[config.mk]
export PLATFORM = sky130hd
export DESIGN_NAME = busgrab_dma
export DESIGN_NICKNAME = d
export VERILOG_FILES = /design/src/rtl/busgrab_pkg.sv /design/src/rtl/busgrab_rst_sync.sv /design/src/rtl/busgrab_sync.sv /design/src/rtl/busgrab_seq.sv /design/src/rtl/busgrab_dpath.sv /design/src/rtl/busgrab_dma.sv
export SDC_FILE = /design/constraint.sdc
export NUM_CORES = 1
export LEC_CHECK = 0
export BUFFER_PORTS_ARGS = -buffer_cell sky130_fd_sc_hd__buf_4
export CAP_MARGIN = 10
export CORE_ASPECT_RATIO = 1.5
export CORE_MARGIN = 2
export CORE_UTILIZATION = 45
export CTS_CLUSTER_DIAMETER = 60
export DETAILED_ROUTE_END_ITERATION = 6
export PLACE_DENSITY = 0.81
export SLEW_MARGIN = 15
export SYNTH_ARGS = -nofsm -noshare
export SYNTH_HDL_FRONTEND = slang
export SYNTH_SLANG_ARGS = --single-unit
[constraint.sdc]
create_clock -name clk -period 2.15 [get_ports clk]
set_clock_uncertainty 0.15 [all_clocks]
set_input_delay 0.215 -clock clk [delete_from_list [all_inputs] [get_ports clk]]
set_output_delay 0.215 -clock clk [all_outputs]
set_load 0.005 [all_outputs]
[src/rtl/busgrab_pkg.sv]
package busgrab_pkg;

  typedef enum logic [2:0] {
    ST_IDLE  = 3'd0,
    ST_REQ   = 3'd1,
    ST_ACK   = 3'd2,
    ST_SETUP = 3'd3,
    ST_STRB  = 3'd4,
    ST_HOLD  = 3'd5,
    ST_REL   = 3'd6
  } bg_state_e;

  typedef struct packed {
    logic breq_n;
    logic back_n;
    logic cs_n;
    logic oe_n;
    logic we_n;
    logic done;
  } bg_pins_t;

  localparam bg_pins_t PINS_IDLE = '{breq_n: 1'b1, back_n: 1'b1, cs_n: 1'b1,
                                     oe_n: 1'b1, we_n: 1'b1, done: 1'b0};

  // Pin levels for each state; wr selects strobe versus output enable.
  function automatic bg_pins_t pins_of(bg_state_e s, logic wr);
    bg_pins_t p;
    p = PINS_IDLE;
    case (s)
      ST_REQ: p.breq_n = 1'b0;
      ST_ACK: begin
        p.breq_n = 1'b0;
        p.back_n = 1'b0;
      end
      ST_SETUP, ST_HOLD: begin
        p.breq_n = 1'b0;
        p.back_n = 1'b0;
        p.cs_n   = 1'b0;
        p.oe_n   = wr;
      end
      ST_STRB: begin
        p.breq_n = 1'b0;
        p.back_n = 1'b0;
        p.cs_n   = 1'b0;
        p.oe_n   = wr;
        p.we_n   = ~wr;
      end
      ST_REL: p.done = 1'b1;
      default: p = PINS_IDLE;
    endcase
    return p;
  endfunction

endpackage

[src/rtl/busgrab_rst_sync.sv]
module busgrab_rst_sync #(
  parameter int STAGES = 2
) (
  input  logic clk,
  input  logic arst_n,
  output logic srst_n
);
  logic [STAGES-1:0] chain_q;

  always_ff @(posedge clk or negedge arst_n) begin
    if (!arst_n) chain_q <= '0;
    else         chain_q <= {chain_q[STAGES-2:0], 1'b1};
  end

  assign srst_n = chain_q[STAGES-1];
endmodule

[src/rtl/busgrab_sync.sv]
module busgrab_sync #(
  parameter int   STAGES  = 2,
  parameter logic RST_VAL = 1'b1
) (
  input  logic clk,
  input  logic rst_n,
  input  logic d_in,
  output logic q_out
);
  logic [STAGES-1:0] s_q;

  for (genvar i = 0; i < STAGES; i++) begin : g_stage
    if (i == 0) begin : g_first
      always_ff @(posedge clk or negedge rst_n) begin
        if (!rst_n) s_q[0] <= RST_VAL;
        else        s_q[0] <= d_in;
      end
    end else begin : g_next
      always_ff @(posedge clk or negedge rst_n) begin
        if (!rst_n) s_q[i] <= RST_VAL;
        else        s_q[i] <= s_q[i-1];
      end
    end
  end

  assign q_out = s_q[STAGES-1];
endmodule

[src/rtl/busgrab_seq.sv]
module busgrab_seq
  import busgrab_pkg::*;
#(
  parameter int STB_CYCLES = 2
) (
  input  logic     clk,
  input  logic     rst_n,
  input  logic     start,
  input  logic     granted,
  input  logic     wr_q,
  output bg_pins_t pins,
  output logic     cap_en,
  output logic     rd_cap
);
  localparam int CW = (STB_CYCLES > 1) ? $clog2(STB_CYCLES) : 1;
  localparam logic [CW-1:0] LAST = CW'(STB_CYCLES - 1);

  bg_state_e      state_q, state_d;
  logic [CW-1:0]  cnt_q, cnt_d;
  logic           last_strb;
  bg_pins_t       pins_q, pins_d;

  assign last_strb = (cnt_q == LAST);

  always_comb begin
    state_d = state_q;
    case (state_q)
      ST_IDLE:  if (start) state_d = ST_REQ;
      ST_REQ:   if (granted) state_d = ST_ACK;
      ST_ACK:   state_d = granted ? ST_SETUP : ST_REQ;
      ST_SETUP: state_d = ST_STRB;
      ST_STRB:  if (last_strb) state_d = ST_HOLD;
      ST_HOLD:  state_d = ST_REL;
      ST_REL:   state_d = ST_IDLE;
      default:  state_d = ST_IDLE;
    endcase
  end

  always_comb begin
    cnt_d  = (state_q == ST_STRB) ? cnt_q + 1'b1 : '0;
    pins_d = pins_of(state_d, wr_q);
  end

  assign cap_en = (state_q == ST_IDLE) && start;
  assign rd_cap = (state_q == ST_STRB) && last_strb && !wr_q;

  always_ff @(posedge clk or negedge rst_n) begin
    if (!rst_n) begin
      state_q <= ST_IDLE;
      cnt_q   <= '0;
      pins_q  <= PINS_IDLE;
    end else begin
      state_q <= state_d;
      cnt_q   <= cnt_d;
      pins_q  <= pins_d;
    end
  end

  assign pins = pins_q;
endmodule

[src/rtl/busgrab_dpath.sv]
module busgrab_dpath #(
  parameter int ADDR_W = 12,
  parameter int DATA_W = 16
) (
  input  logic              clk,
  input  logic              rst_n,
  input  logic              cap_en,
  input  logic              rd_cap,
  input  logic [ADDR_W-1:0] in_addr,
  input  logic [DATA_W-1:0] in_wdata,
  input  logic              in_write,
  input  logic [DATA_W-1:0] ram_rdata,
  output logic [ADDR_W-1:0] addr_q,
  output logic [DATA_W-1:0] wdata_q,
  output logic              wr_q,
  output logic [DATA_W-1:0] rdata_q
);
  always_ff @(posedge clk or negedge rst_n) begin
    if (!rst_n) begin
      addr_q  <= '0;
      wdata_q <= '0;
      wr_q    <= 1'b0;
    end else if (cap_en) begin
      addr_q  <= in_addr;
      wdata_q <= in_wdata;
      wr_q    <= in_write;
    end
  end

  always_ff @(posedge clk or negedge rst_n) begin
    if (!rst_n)      rdata_q <= '0;
    else if (rd_cap) rdata_q <= ram_rdata;
  end
endmodule

[src/rtl/busgrab_dma.sv]
module busgrab_dma
  import busgrab_pkg::*;
#(
  parameter int ADDR_W      = 12,
  parameter int DATA_W      = 16,
  parameter int STB_CYCLES  = 2,
  parameter int SYNC_STAGES = 2
) (
  input  logic              clk,
  input  logic              rst_n,
  input  logic              xfer_req,
  input  logic [ADDR_W-1:0] xfer_addr,
  input  logic [DATA_W-1:0] xfer_wdata,
  input  logic              xfer_write,
  input  logic              grant_n,
  input  logic [DATA_W-1:0] mem_rdata,
  output logic              breq_n,
  output logic              back_n,
  output logic              mem_cs_n,
  output logic              mem_oe_n,
  output logic              mem_we_n,
  output logic [ADDR_W-1:0] mem_addr,
  output logic [DATA_W-1:0] mem_wdata,
  output logic [DATA_W-1:0] rdata,
  output logic              done
);
  logic     srst_n;
  logic     grant_s_n;
  logic     cap_en, rd_cap, wr_q;
  bg_pins_t pins;

  busgrab_rst_sync #(.STAGES(2)) u_rst (
    .clk(clk), .arst_n(rst_n), .srst_n(srst_n)
  );

  busgrab_sync #(.STAGES(SYNC_STAGES), .RST_VAL(1'b1)) u_gsync (
    .clk(clk), .rst_n(srst_n), .d_in(grant_n), .q_out(grant_s_n)
  );

  busgrab_seq #(.STB_CYCLES(STB_CYCLES)) u_seq (
    .clk(clk), .rst_n(srst_n), .start(xfer_req), .granted(~grant_s_n),
    .wr_q(wr_q), .pins(pins), .cap_en(cap_en), .rd_cap(rd_cap)
  );

  busgrab_dpath #(.ADDR_W(ADDR_W), .DATA_W(DATA_W)) u_dp (
    .clk(clk), .rst_n(srst_n), .cap_en(cap_en), .rd_cap(rd_cap),
    .in_addr(xfer_addr), .in_wdata(xfer_wdata), .in_write(xfer_write),
    .ram_rdata(mem_rdata), .addr_q(mem_addr), .wdata_q(mem_wdata),
    .wr_q(wr_q), .rdata_q(rdata)
  );

  assign breq_n   = pins.breq_n;
  assign back_n   = pins.back_n;
  assign mem_cs_n = pins.cs_n;
  assign mem_oe_n = pins.oe_n;
  assign mem_we_n = pins.we_n;
  assign done     = pins.done;
endmodule

==> impl_results.html, run 1 <==
<table>
<tr><th>Metric</th><th>Value</th></tr>
<tr><th colspan="2">Placed design</th></tr>
<tr><td>Placed inst area</td><td>3100 um2</td></tr>
<tr><td>HPWL Detailed</td><td>between 3000 and 4000 um</td></tr>
<tr><td>Last weighted congestion value of the routability-driven placer</td><td>0.757</td></tr>
<tr><td>PortBufs</td><td>slightly below 100</td></tr>
<tr><td>Minimum setup slack after placement</td><td>211 ps</td></tr>
<tr><th colspan="2">Power</th></tr>
<tr><td>Largest voltage drop on the vdd net</td><td>around 760 uV</td></tr>
<tr><td>Pwr Total</td><td>~4.6 mW</td></tr>
<tr><td>Power density of the placed cells</td><td>around 1200 nW/um2</td></tr>
<tr><td>P_leak</td><td>about 1.8 nW</td></tr>
<tr><th colspan="2">Worst setup path</th></tr>
<tr><td>Arrival time of data at the critical path endpoint</td><td>2010 ps</td></tr>
<tr><td>Required @ worst endpoint</td><td>~2200 ps</td></tr>
<tr><td>Worst-path fanout max</td><td>16</td></tr>
<tr><td>R2R setup slack</td><td>200 ps</td></tr>
<tr><td>Critical path class</td><td>flip-flop to flip-flop</td></tr>
<tr><td>Kind of end point of the critical path</td><td>flip-flop</td></tr>
<tr><td>Sort of element at the start of the critical path</td><td>flip-flop</td></tr>
<tr><td>Number of cells on the worst reg-to-reg path</td><td>4</td></tr>
<tr><th colspan="2">Logic synthesis</th></tr>
<tr><td>Post-Synthesis Cells</td><td>roughly 140</td></tr>
<tr><td>Sequential cell area fraction in the yosys report</td><td>between 60 and 70%</td></tr>
<tr><td>Number of storage elements in the synthesis netlist</td><td>approximately 60</td></tr>
<tr><td>Syn nets</td><td>187</td></tr>
<tr><td>Syn Std Cell Area</td><td>approximately 2200 um2</td></tr>
<tr><td>Number of library cell types mapped by synthesis</td><td>26</td></tr>
<tr><td>Syn_area_per_cell</td><td>approximately 16 um2</td></tr>
<tr><td>Number of warnings printed during yosys synthesis</td><td>0</td></tr>
<tr><th colspan="2">Clock tree</th></tr>
<tr><td>Total of hold buffers inserted after clock tree synthesis</td><td>49</td></tr>
<tr><td>TritonCTS clock tree</td><td>built</td></tr>
<tr><td>Clock edge transition at the registers on the reported setup and hold paths</td><td>60 ps</td></tr>
<tr><td>Maximum buffer depth of the clock tree</td><td>2</td></tr>
<tr><td>Number of CTS-inserted buffers</td><td>9</td></tr>
<tr><td>Deepest level of the CTS H-tree</td><td>3</td></tr>
<tr><td>Gates resized, CTS repair</td><td>0</td></tr>
<tr><td>Clock root cell</td><td>sky130_fd_sc_hd__clkbuf_8</td></tr>
<tr><td>Number of buffers added for setup after CTS</td><td>0</td></tr>
<tr><td>Clock insertion delay at the later pin of the skew report</td><td>approximately 320 ps</td></tr>
<tr><td>Sinks on Clock Net</td><td>between 50 and 60</td></tr>
<tr><th colspan="2">Hold path</th></tr>
<tr><td>Hold crit path type</td><td>input port to async pin</td></tr>
<tr><th colspan="2">Timing</th></tr>
<tr><td>Number of hold-slack violations in the final timing report</td><td>0</td></tr>
<tr><td>Upper clock frequency limit</td><td>between 0.5 and 0.6 GHz</td></tr>
<tr><td>Setup slack after layout</td><td>197 ps</td></tr>
<tr><td>Unrepaired setup endpoints after global routing</td><td>false</td></tr>
<tr><td>Fin crit period</td><td>1950 ps</td></tr>
<tr><td>Final Max Slew Viols</td><td>0</td></tr>
<tr><td>TNS Setup</td><td>0 ps</td></tr>
<tr><td>Final count of negative-setup-slack endpoints</td><td>0</td></tr>
<tr><td>Ratio of final minimum period to clock period</td><td>approximately nine tenths</td></tr>
<tr><th colspan="2">Routing</th></tr>
<tr><td>Count of routing violations after the opening detailed-route iteration</td><td>between 50 and 60</td></tr>
<tr><td>Residual DRC count</td><td>0</td></tr>
<tr><td>Remaining antenna violation count after routing</td><td>0</td></tr>
<tr><td>Average routed wire per standard cell</td><td>between 15 and 20 um</td></tr>
<tr><td>Routed vias</td><td>between 1,500 and 2,000</td></tr>
<tr><td>1st-pass router iterations</td><td>4</td></tr>
<tr><td>Vias per cell</td><td>approximately 4.8</td></tr>
<tr><td>Post-Route WL</td><td>around 6000 um</td></tr>
<tr><th colspan="2">Die</th></tr>
<tr><td>X dimension of the die</td><td>~60 um</td></tr>
<tr><td>Std-Cell Core Area</td><td>a little under 5000 um2</td></tr>
<tr><td>Vert. Die Dim</td><td>just over 90 um</td></tr>
<tr><td>Initial core utilization</td><td>46.7%</td></tr>
<tr><td>Count of boundary I/O pins</td><td>just under 100</td></tr>
<tr><td># rows</td><td>31</td></tr>
<tr><td>Overall die area</td><td>approximately 5600 um2</td></tr>
<tr><th colspan="2">GRT</th></tr>
<tr><td>Vias in the first global route</td><td>approximately 2,000</td></tr>
<tr><td>Total global routing overflow</td><td>0</td></tr>
<tr><td>Antenna violations before repair</td><td>0</td></tr>
<tr><td>Pin count of the biggest net entering global routing</td><td>between 50 and 60</td></tr>
<tr><td>First-pass GRT wire length</td><td>slightly above 9000 um</td></tr>
<tr><td>GRT Util Overall</td><td>about a quarter</td></tr>
<tr><th colspan="2">Finish</th></tr>
<tr><td>Leading cell type in the layout, fill and taps excluded</td><td>sky130_fd_sc_hd__buf_4</td></tr>
<tr><td>Number of nets in the final layout</td><td>around 350</td></tr>
<tr><td>Synthesis-to-layout area growth</td><td>66.1%</td></tr>
<tr><td>Filler instances</td><td>roughly 290</td></tr>
<tr><td>Design area</td><td>3730 um2</td></tr>
<tr><td>Diodes inserted</td><td>0</td></tr>
<tr><td>Leading cell types in the layout, fill and taps excluded</td><td>sky130_fd_sc_hd__buf_4 (103), sky130_fd_sc_hd__dfrtp_1 (51), sky130_fd_sc_hd__dlygate4sd3_1 (49)</td></tr>
<tr><td>Layout cells sized above 1</td><td>between 50% and 60%</td></tr>
<tr><th colspan="2">Run</th></tr>
<tr><td>Max Cap Viol</td><td>0</td></tr>
<tr><th colspan="2">Outcome</th></tr>
<tr><td>Status</td><td>finished, final reports clean</td></tr>
</table>
==> layer usage <==
layer	part of all wire, %	vias up	global-route usage, %
met5	0	-	0
met1	35	868	25.0
met3	6.6	21	5.73
li1	-	796	-
met2	54	87	38.9
met4	3.7	0	14.4
==> stage by stage <==
step | std cells | hold WS (ps) | util (%)
floorplan | 138 | -231 | -
global placement | 304 | -152 | 64.4
detailed placement | 304 | -150 | 64.4
CTS | 367 | 44.4 | 77.6
global route | 367 | 70.4 | 77.6
finish | 367 | 69.6 | 77.6
==> path summary, 6_finish.rpt <==
path	from	end
min in group clk	u_rst.chain_q[0]$_DFF_PN0_	u_rst.chain_q[1]$_DFF_PN0_
min reg2reg	u_rst.chain_q[1]$_DFF_PN0_	u_dp.addr_q[5]$_DFFE_PN0P_
max in group asynchronous	u_rst.chain_q[1]$_DFF_PN0_	u_dp.addr_q[4]$_DFFE_PN0P_
max reg2reg	u_seq.state_q[0]$_DFF_PN0_	u_dp.rdata_q[14]$_DFFE_PN0P_
min	rst_n	u_rst.chain_q[1]$_DFF_PN0_
max	u_seq.state_q[0]$_DFF_PN0_	u_dp.rdata_q[14]$_DFFE_PN0P_
==> flip-flops by register name, summed over array words and instances (netlist names) <==
| register | flops |
|---|---|
| u_rst.chain_q | 2 |
| u_dp.wr_q | 1 |
| u_dp.rdata_q | 16 |
| u_dp.wdata_q | 16 |
| u_seq.pins | 6 |
| u_gsync.q_out | 1 |
| u_dp.addr_q | 12 |
| u_seq.state_q | 3 |
| u_gsync.s_q | 1 |
| u_seq.cnt_q | 1 |
==> cell families (layout without fill, tap and decap cells) <==
kind of cell | count (synthesis) | after routing | synth area share (%)
muxes | 45 | 45 | 24.2
buffers and inverters | 7 | 170 | 2.34
xor gates and xnor gates | 1 | 1 | 0.390
DFF | 59 | 59 | 66.1
other | 1 | 1 | 0.167
and+or+nand+nor | 19 | 19 | 4.96
AOI/OAI and AO/OA | 6 | 6 | 1.84
==> power breakdown <==
group | total [mW] | internal [mW] | leakage [nW] | switching, mW
Combinational | 1.92 | 1.25 | 1.03 | 0.663
Clock | 0.776 | 0.405 | 0.0733 | 0.372
Sequential | 1.95 | 1.66 | 0.689 | 0.296
Total | 4.64 | 3.31 | 1.79 | 1.33
==> area by class of cell <==
class | instances | area (um2) | area share, %
Multi-Input combinational cell | 72 | 709 | 19.0
Inverter | 2 | 7.51 | 0.201
Clock buffer | 13 | 139 | 3.72
Clock inverter | 1 | 5.00 | 0.134
Sequential cell | 59 | 1490 | 39.8
Tap cell | 66 | 82.6 | 2.21
Timing Repair Buffer | 154 | 1300 | 34.9
==> critical path, stage by stage (launching register included) <==
cell                      delay [ps]
sky130_fd_sc_hd__dfrtp_1         370
sky130_fd_sc_hd__or3b_4          410
sky130_fd_sc_hd__or3b_1          350
sky130_fd_sc_hd__buf_4           230
sky130_fd_sc_hd__mux2_4          330
==> synthesized netlist by cell type <==
master | number | area share, %
sky130_fd_sc_hd__buf_12 | 1 | 0.89
sky130_fd_sc_hd__clkbuf_1 | 1 | 0.17
sky130_fd_sc_hd__conb_1 | 1 | 0.17
sky130_fd_sc_hd__mux2_2 | 35 | 18
sky130_fd_sc_hd__or2_2 | 1 | 0.28
sky130_fd_sc_hd__or3b_4 | 1 | 0.50
sky130_fd_sc_hd__buf_2 | 2 | 0.45
sky130_fd_sc_hd__or3b_1 | 1 | 0.39
sky130_fd_sc_hd__and3_1 | 1 | 0.28
sky130_fd_sc_hd__and2b_1 | 1 | 0.33
sky130_fd_sc_hd__o21a_1 | 1 | 0.33
sky130_fd_sc_hd__dfrtp_1 | 52 | 58
sky130_fd_sc_hd__buf_6 | 1 | 0.50
sky130_fd_sc_hd__inv_1 | 2 | 0.33
sky130_fd_sc_hd__o32a_1 | 1 | 0.45
sky130_fd_sc_hd__o21ai_0 | 3 | 0.67
sky130_fd_sc_hd__nand3b_1 | 1 | 0.33
sky130_fd_sc_hd__nor2b_1 | 3 | 0.84
sky130_fd_sc_hd__nand2_1 | 3 | 0.50
sky130_fd_sc_hd__nand4_1 | 1 | 0.28
sky130_fd_sc_hd__mux2_4 | 10 | 6.7
sky130_fd_sc_hd__nor2_1 | 4 | 0.67
sky130_fd_sc_hd__dfstp_2 | 7 | 8.2
sky130_fd_sc_hd__nand2b_1 | 2 | 0.56
sky130_fd_sc_hd__a32oi_1 | 1 | 0.39
sky130_fd_sc_hd__xor2_1 | 1 | 0.39
Power figures use the tool's default switching activity.
==> run 2, diff against run 1 <==
--- a/config.mk
+++ b/config.mk
@@ -14,5 +14,4 @@
 export DETAILED_ROUTE_END_ITERATION = 6
 export PLACE_DENSITY = 0.81
-export SLEW_MARGIN = 15
 export SYNTH_ARGS = -nofsm -noshare
 export SYNTH_HDL_FRONTEND = slang
==> constraint.sdc (replaced) <==
create_clock -name clk -period 2.15 [get_ports clk]
set_clock_uncertainty 0.15 [all_clocks]
set_input_delay 0.3225 -clock clk [delete_from_list [all_inputs] [get_ports clk]]
set_output_delay 0.3225 -clock clk [all_outputs]
set_load 0.005 [all_outputs]
==> impl_results.html, run 2 (synthesis gave the netlist of run 1 again) <==
<table>
<tr><th>Metric</th><th>Value</th></tr>
<tr><th colspan="2">GRT</th></tr>
<tr><td>Antenna violations before repair</td><td>0 (unchanged)</td></tr>
<tr><td>GRT Util Overall</td><td>17.7% (-5.6 points)</td></tr>
<tr><td>Total global routing overflow</td><td>0 (unchanged)</td></tr>
<tr><td>Pin count of the biggest net entering global routing</td><td>56 (unchanged)</td></tr>
<tr><td>First-pass GRT wire length</td><td>7150 um (-23%)</td></tr>
<tr><td>Vias in the first global route</td><td>1,595 (-19%)</td></tr>
<tr><th colspan="2">Worst setup path</th></tr>
<tr><td>FF-to-FF Start</td><td>u_seq.state_q[0]$_DFF_PN0_</td></tr>
<tr><td>Cell with the largest stage delay on the worst path</td><td>sky130_fd_sc_hd__or3b_4</td></tr>
<tr><td>Required @ worst endpoint</td><td>2210 ps (about the same)</td></tr>
<tr><td>Worst-path fanout max</td><td>16 (unchanged)</td></tr>
<tr><td>CP max stage delay</td><td>410 ps (about the same)</td></tr>
<tr><td>Critical path class</td><td>flip-flop to flip-flop</td></tr>
<tr><td>Sort of element at the start of the critical path</td><td>flip-flop</td></tr>
<tr><td>R2R setup slack</td><td>210 ps (about the same)</td></tr>
<tr><td>Kind of end point of the critical path</td><td>flip-flop</td></tr>
<tr><td>Capture point of the worst reg-to-reg path</td><td>u_dp.rdata_q[7]$_DFFE_PN0P_</td></tr>
<tr><td>Worst path buffer plus inverter count</td><td>1 (unchanged)</td></tr>
<tr><td>Number of cells on the worst reg-to-reg path</td><td>4 (unchanged)</td></tr>
<tr><td>Ordered cell list for the critical path</td><td>or3b_4, or3b_1, buf_4, mux2_4</td></tr>
<tr><td>Cell class contributing the biggest share of worst-path delay</td><td>simple AND/OR/NAND/NOR gates</td></tr>
<tr><td>Arrival time of data at the critical path endpoint</td><td>2000 ps (about the same)</td></tr>
<tr><th colspan="2">Routing</th></tr>
<tr><td>Average routed wire per standard cell</td><td>14.4 um (-12%)</td></tr>
<tr><td>Residual DRC count</td><td>0 (unchanged)</td></tr>
<tr><td>1st-pass router iterations</td><td>4 (unchanged)</td></tr>
<tr><td>Vias per cell</td><td>4.79 (-0.83%)</td></tr>
<tr><td>Routed vias</td><td>1,537 (-13%)</td></tr>
<tr><td>Post-Route WL</td><td>4620 um (-23%)</td></tr>
<tr><td>Count of routing violations after the opening detailed-route iteration</td><td>31 (-44%)</td></tr>
<tr><td>Remaining antenna violation count after routing</td><td>0 (unchanged)</td></tr>
<tr><th colspan="2">Timing</th></tr>
<tr><td>Upper clock frequency limit</td><td>0.515 GHz (+0.67%)</td></tr>
<tr><td>Setup slack after layout</td><td>210 ps (+13.0 ps)</td></tr>
<tr><td>Final count of negative-setup-slack endpoints</td><td>0 (unchanged)</td></tr>
<tr><td>Final Max Slew Viols</td><td>0 (unchanged)</td></tr>
<tr><td>Fin crit period</td><td>1940 ps (-13.0 ps)</td></tr>
<tr><td>TNS Setup</td><td>0 ps (unchanged)</td></tr>
<tr><td>Number of hold-slack violations in the final timing report</td><td>0 (unchanged)</td></tr>
<tr><td>Ratio of final minimum period to clock period</td><td>90.3% (-0.60 points)</td></tr>
<tr><td>Unrepaired setup endpoints after global routing</td><td>false</td></tr>
<tr><th colspan="2">Clock tree</th></tr>
<tr><td>Sinks on Clock Net</td><td>59 (unchanged)</td></tr>
<tr><td>Deepest level of the CTS H-tree</td><td>3 (unchanged)</td></tr>
<tr><td>Clock edge transition at the registers on the reported setup and hold paths</td><td>60 ps (about the same)</td></tr>
<tr><td>Clock root cell</td><td>sky130_fd_sc_hd__clkbuf_8</td></tr>
<tr><td>Maximum buffer depth of the clock tree</td><td>2 (unchanged)</td></tr>
<tr><td>Clock insertion delay at the later pin of the skew report</td><td>320 ps (about the same)</td></tr>
<tr><td>Number of CTS-inserted buffers</td><td>9 (unchanged)</td></tr>
<tr><td>TritonCTS clock tree</td><td>built</td></tr>
<tr><th colspan="2">Die</th></tr>
<tr><td># rows</td><td>31 (unchanged)</td></tr>
<tr><td>Overall die area</td><td>5590 um2 (unchanged)</td></tr>
<tr><td>Initial core utilization</td><td>46.7% (unchanged)</td></tr>
<tr><td>Vert. Die Dim</td><td>90.5 um (unchanged)</td></tr>
<tr><td>X dimension of the die</td><td>61.7 um (unchanged)</td></tr>
<tr><td>Std-Cell Core Area</td><td>4810 um2 (unchanged)</td></tr>
<tr><td>Count of boundary I/O pins</td><td>99 (unchanged)</td></tr>
<tr><th colspan="2">Power</th></tr>
<tr><td>Net switching fraction of the power</td><td>27.5% (-1.2 points)</td></tr>
<tr><td>P_leak</td><td>1.60 nW (-11%)</td></tr>
<tr><td>Sequential power share</td><td>42.6% (+0.6 points)</td></tr>
<tr><td>Largest voltage drop on the vdd net</td><td>611 uV (-19%)</td></tr>
<tr><td>Switching component of the power</td><td>1.23 mW (-7.2%)</td></tr>
<tr><td>Pwr Total</td><td>4.49 mW (-3.3%)</td></tr>
<tr><td>Power density of the placed cells</td><td>1370 nW/um2 (+10%)</td></tr>
<tr><td>Proportion of power drawn by combinational gates</td><td>40.1% (-1.2 points)</td></tr>
<tr><td>Clk pwr share</td><td>17.3% (+0.6 points)</td></tr>
<tr><td>Int Power</td><td>3.26 mW (-1.8%)</td></tr>
<tr><th colspan="2">Finish</th></tr>
<tr><td>Layout cells sized above 1</td><td>66.7% (+10 points)</td></tr>
<tr><td>Number of cells in the finished layout apart from fillers</td><td>321 (-13%)</td></tr>
<tr><td>Leading cell types in the layout, fill and taps excluded</td><td>sky130_fd_sc_hd__buf_4 (103), sky130_fd_sc_hd__dfrtp_1 (51), sky130_fd_sc_hd__mux2_2 (35)</td></tr>
<tr><td>Registers with the highest flip-flop counts</td><td>u_dp.rdata_q x16, u_dp.wdata_q x16, u_dp.addr_q x12</td></tr>
<tr><td>Synthesis-to-layout area growth</td><td>45.7%</td></tr>
<tr><td>Diodes inserted</td><td>0 (unchanged)</td></tr>
<tr><td>Filler instances</td><td>362 (+25%)</td></tr>
<tr><td>Leading cell type in the layout, fill and taps excluded</td><td>sky130_fd_sc_hd__buf_4</td></tr>
<tr><td>Final design utilization</td><td>68.1% (-9.6 points)</td></tr>
<tr><td>Number of nets in the final layout</td><td>301 (-13%)</td></tr>
<tr><th colspan="2">Run</th></tr>
<tr><td>Max Cap Viol</td><td>0 (unchanged)</td></tr>
<tr><th colspan="2">Hold path</th></tr>
<tr><td>Depth of the worst hold-timing path</td><td>2</td></tr>
<tr><td>Min-Delay Endpoint</td><td>u_dp.rdata_q[10]$_DFFE_PN0P_</td></tr>
<tr><td>Hold crit path type</td><td>input port to flip-flop</td></tr>
<tr><td>Worst hold path startpoint</td><td>mem_rdata[10]</td></tr>
<tr><th colspan="2">Placed design</th></tr>
<tr><td>Last weighted congestion value of the routability-driven placer</td><td>0.757 (unchanged)</td></tr>
<tr><td>Minimum setup slack after placement</td><td>211 ps (unchanged)</td></tr>
<tr><td>Placed insts</td><td>304 (unchanged)</td></tr>
<tr><td>HPWL Detailed</td><td>3410 um (unchanged)</td></tr>
<tr><td>PortBufs</td><td>98 (unchanged)</td></tr>
<tr><th colspan="2">Outcome</th></tr>
<tr><td>Status</td><td>finished, final reports clean</td></tr>
</table>
-- run 2: area by class of cell --
type | count | area (um2) | share of cell area [%]
Clock buffer | 13 | 139 | 4.24
Clock inverter | 1 | 5.00 | 0.153
Inverter | 2 | 7.51 | 0.229
Multi-Input combinational cell | 72 | 709 | 21.7
Sequential cell | 59 | 1490 | 45.4
Tap cell | 66 | 82.6 | 2.52
Timing Repair Buffer | 108 | 843 | 25.8
-- run 2: power groups by stage --
stage | registers [mW] | clock network, mW | logic, mW
after floorplan | 1.98 | 0 | 0.746
after global placement | 1.91 | 0 | 1.77
after detailed placement | 1.94 | 0 | 1.82
after CTS | 1.92 | 0.812 | 1.83
after global routing | 1.98 | 0.856 | 1.97
final | 1.91 | 0.779 | 1.80
-- run 2: how the worst max path moves through the flow --
stage          cells after the start                      endpoint  slack, ps                  startpoint
6_report                           4   u_dp.rdata_q[7]$_DFFE_PN0P_        210  u_seq.state_q[0]$_DFF_PN0_
5_1_grt                            4  u_dp.rdata_q[12]$_DFFE_PN0P_        160  u_seq.state_q[0]$_DFF_PN0_
4_1_cts                            4   u_dp.rdata_q[7]$_DFFE_PN0P_        210  u_seq.state_q[0]$_DFF_PN0_
3_5_place_dp                       4   u_dp.rdata_q[7]$_DFFE_PN0P_        210  u_seq.state_q[0]$_DFF_PN0_
3_3_place_gp                       4  u_dp.rdata_q[10]$_DFFE_PN0P_        230  u_seq.state_q[0]$_DFF_PN0_
2_1_floorplan                      5  u_dp.rdata_q[10]$_DFFE_PN0P_        110  u_seq.state_q[0]$_DFF_PN0_
-- run 2: through the flow --
step           area (um2)  hold WS (ps)
2_1_floorplan        2250          -123
3_3_place_gp         3100         -93.8
3_5_place_dp         3100         -92.6
4_1_cts              3270          57.8
5_1_grt              3270          58.4
6_report             3270          78.8
-- run 2: worst reg2reg max path, stage by stage (launching register included) --
cell and delay (ps):
sky130_fd_sc_hd__dfrtp_1 370, sky130_fd_sc_hd__or3b_4 410, sky130_fd_sc_hd__or3b_1 350, sky130_fd_sc_hd__buf_4 220, sky130_fd_sc_hd__mux2_4 320
-- run 2: routing by layer --
| layer | up-vias | track usage (%) | share of wire, % |
|---|---|---|---|
| met2 | 71 | 29.6 | 53 |
| met1 | 752 | 17.9 | 36 |
| met5 | - | 0 | 0 |
| met4 | 0 | 10.6 | 2.3 |
| li1 | 703 | - | - |
| met3 | 11 | 5.87 | 8.1 |
-- run 2: what timing repair did --
| action | in CTS | in global routing |
|---|---|---|
| endpoints found under the hold margin | 5 | 0 |
| hold buffers | 3 | 0 |
| gates resized for setup | 0 | 0 |
| buffers inserted | 0 | 0 |
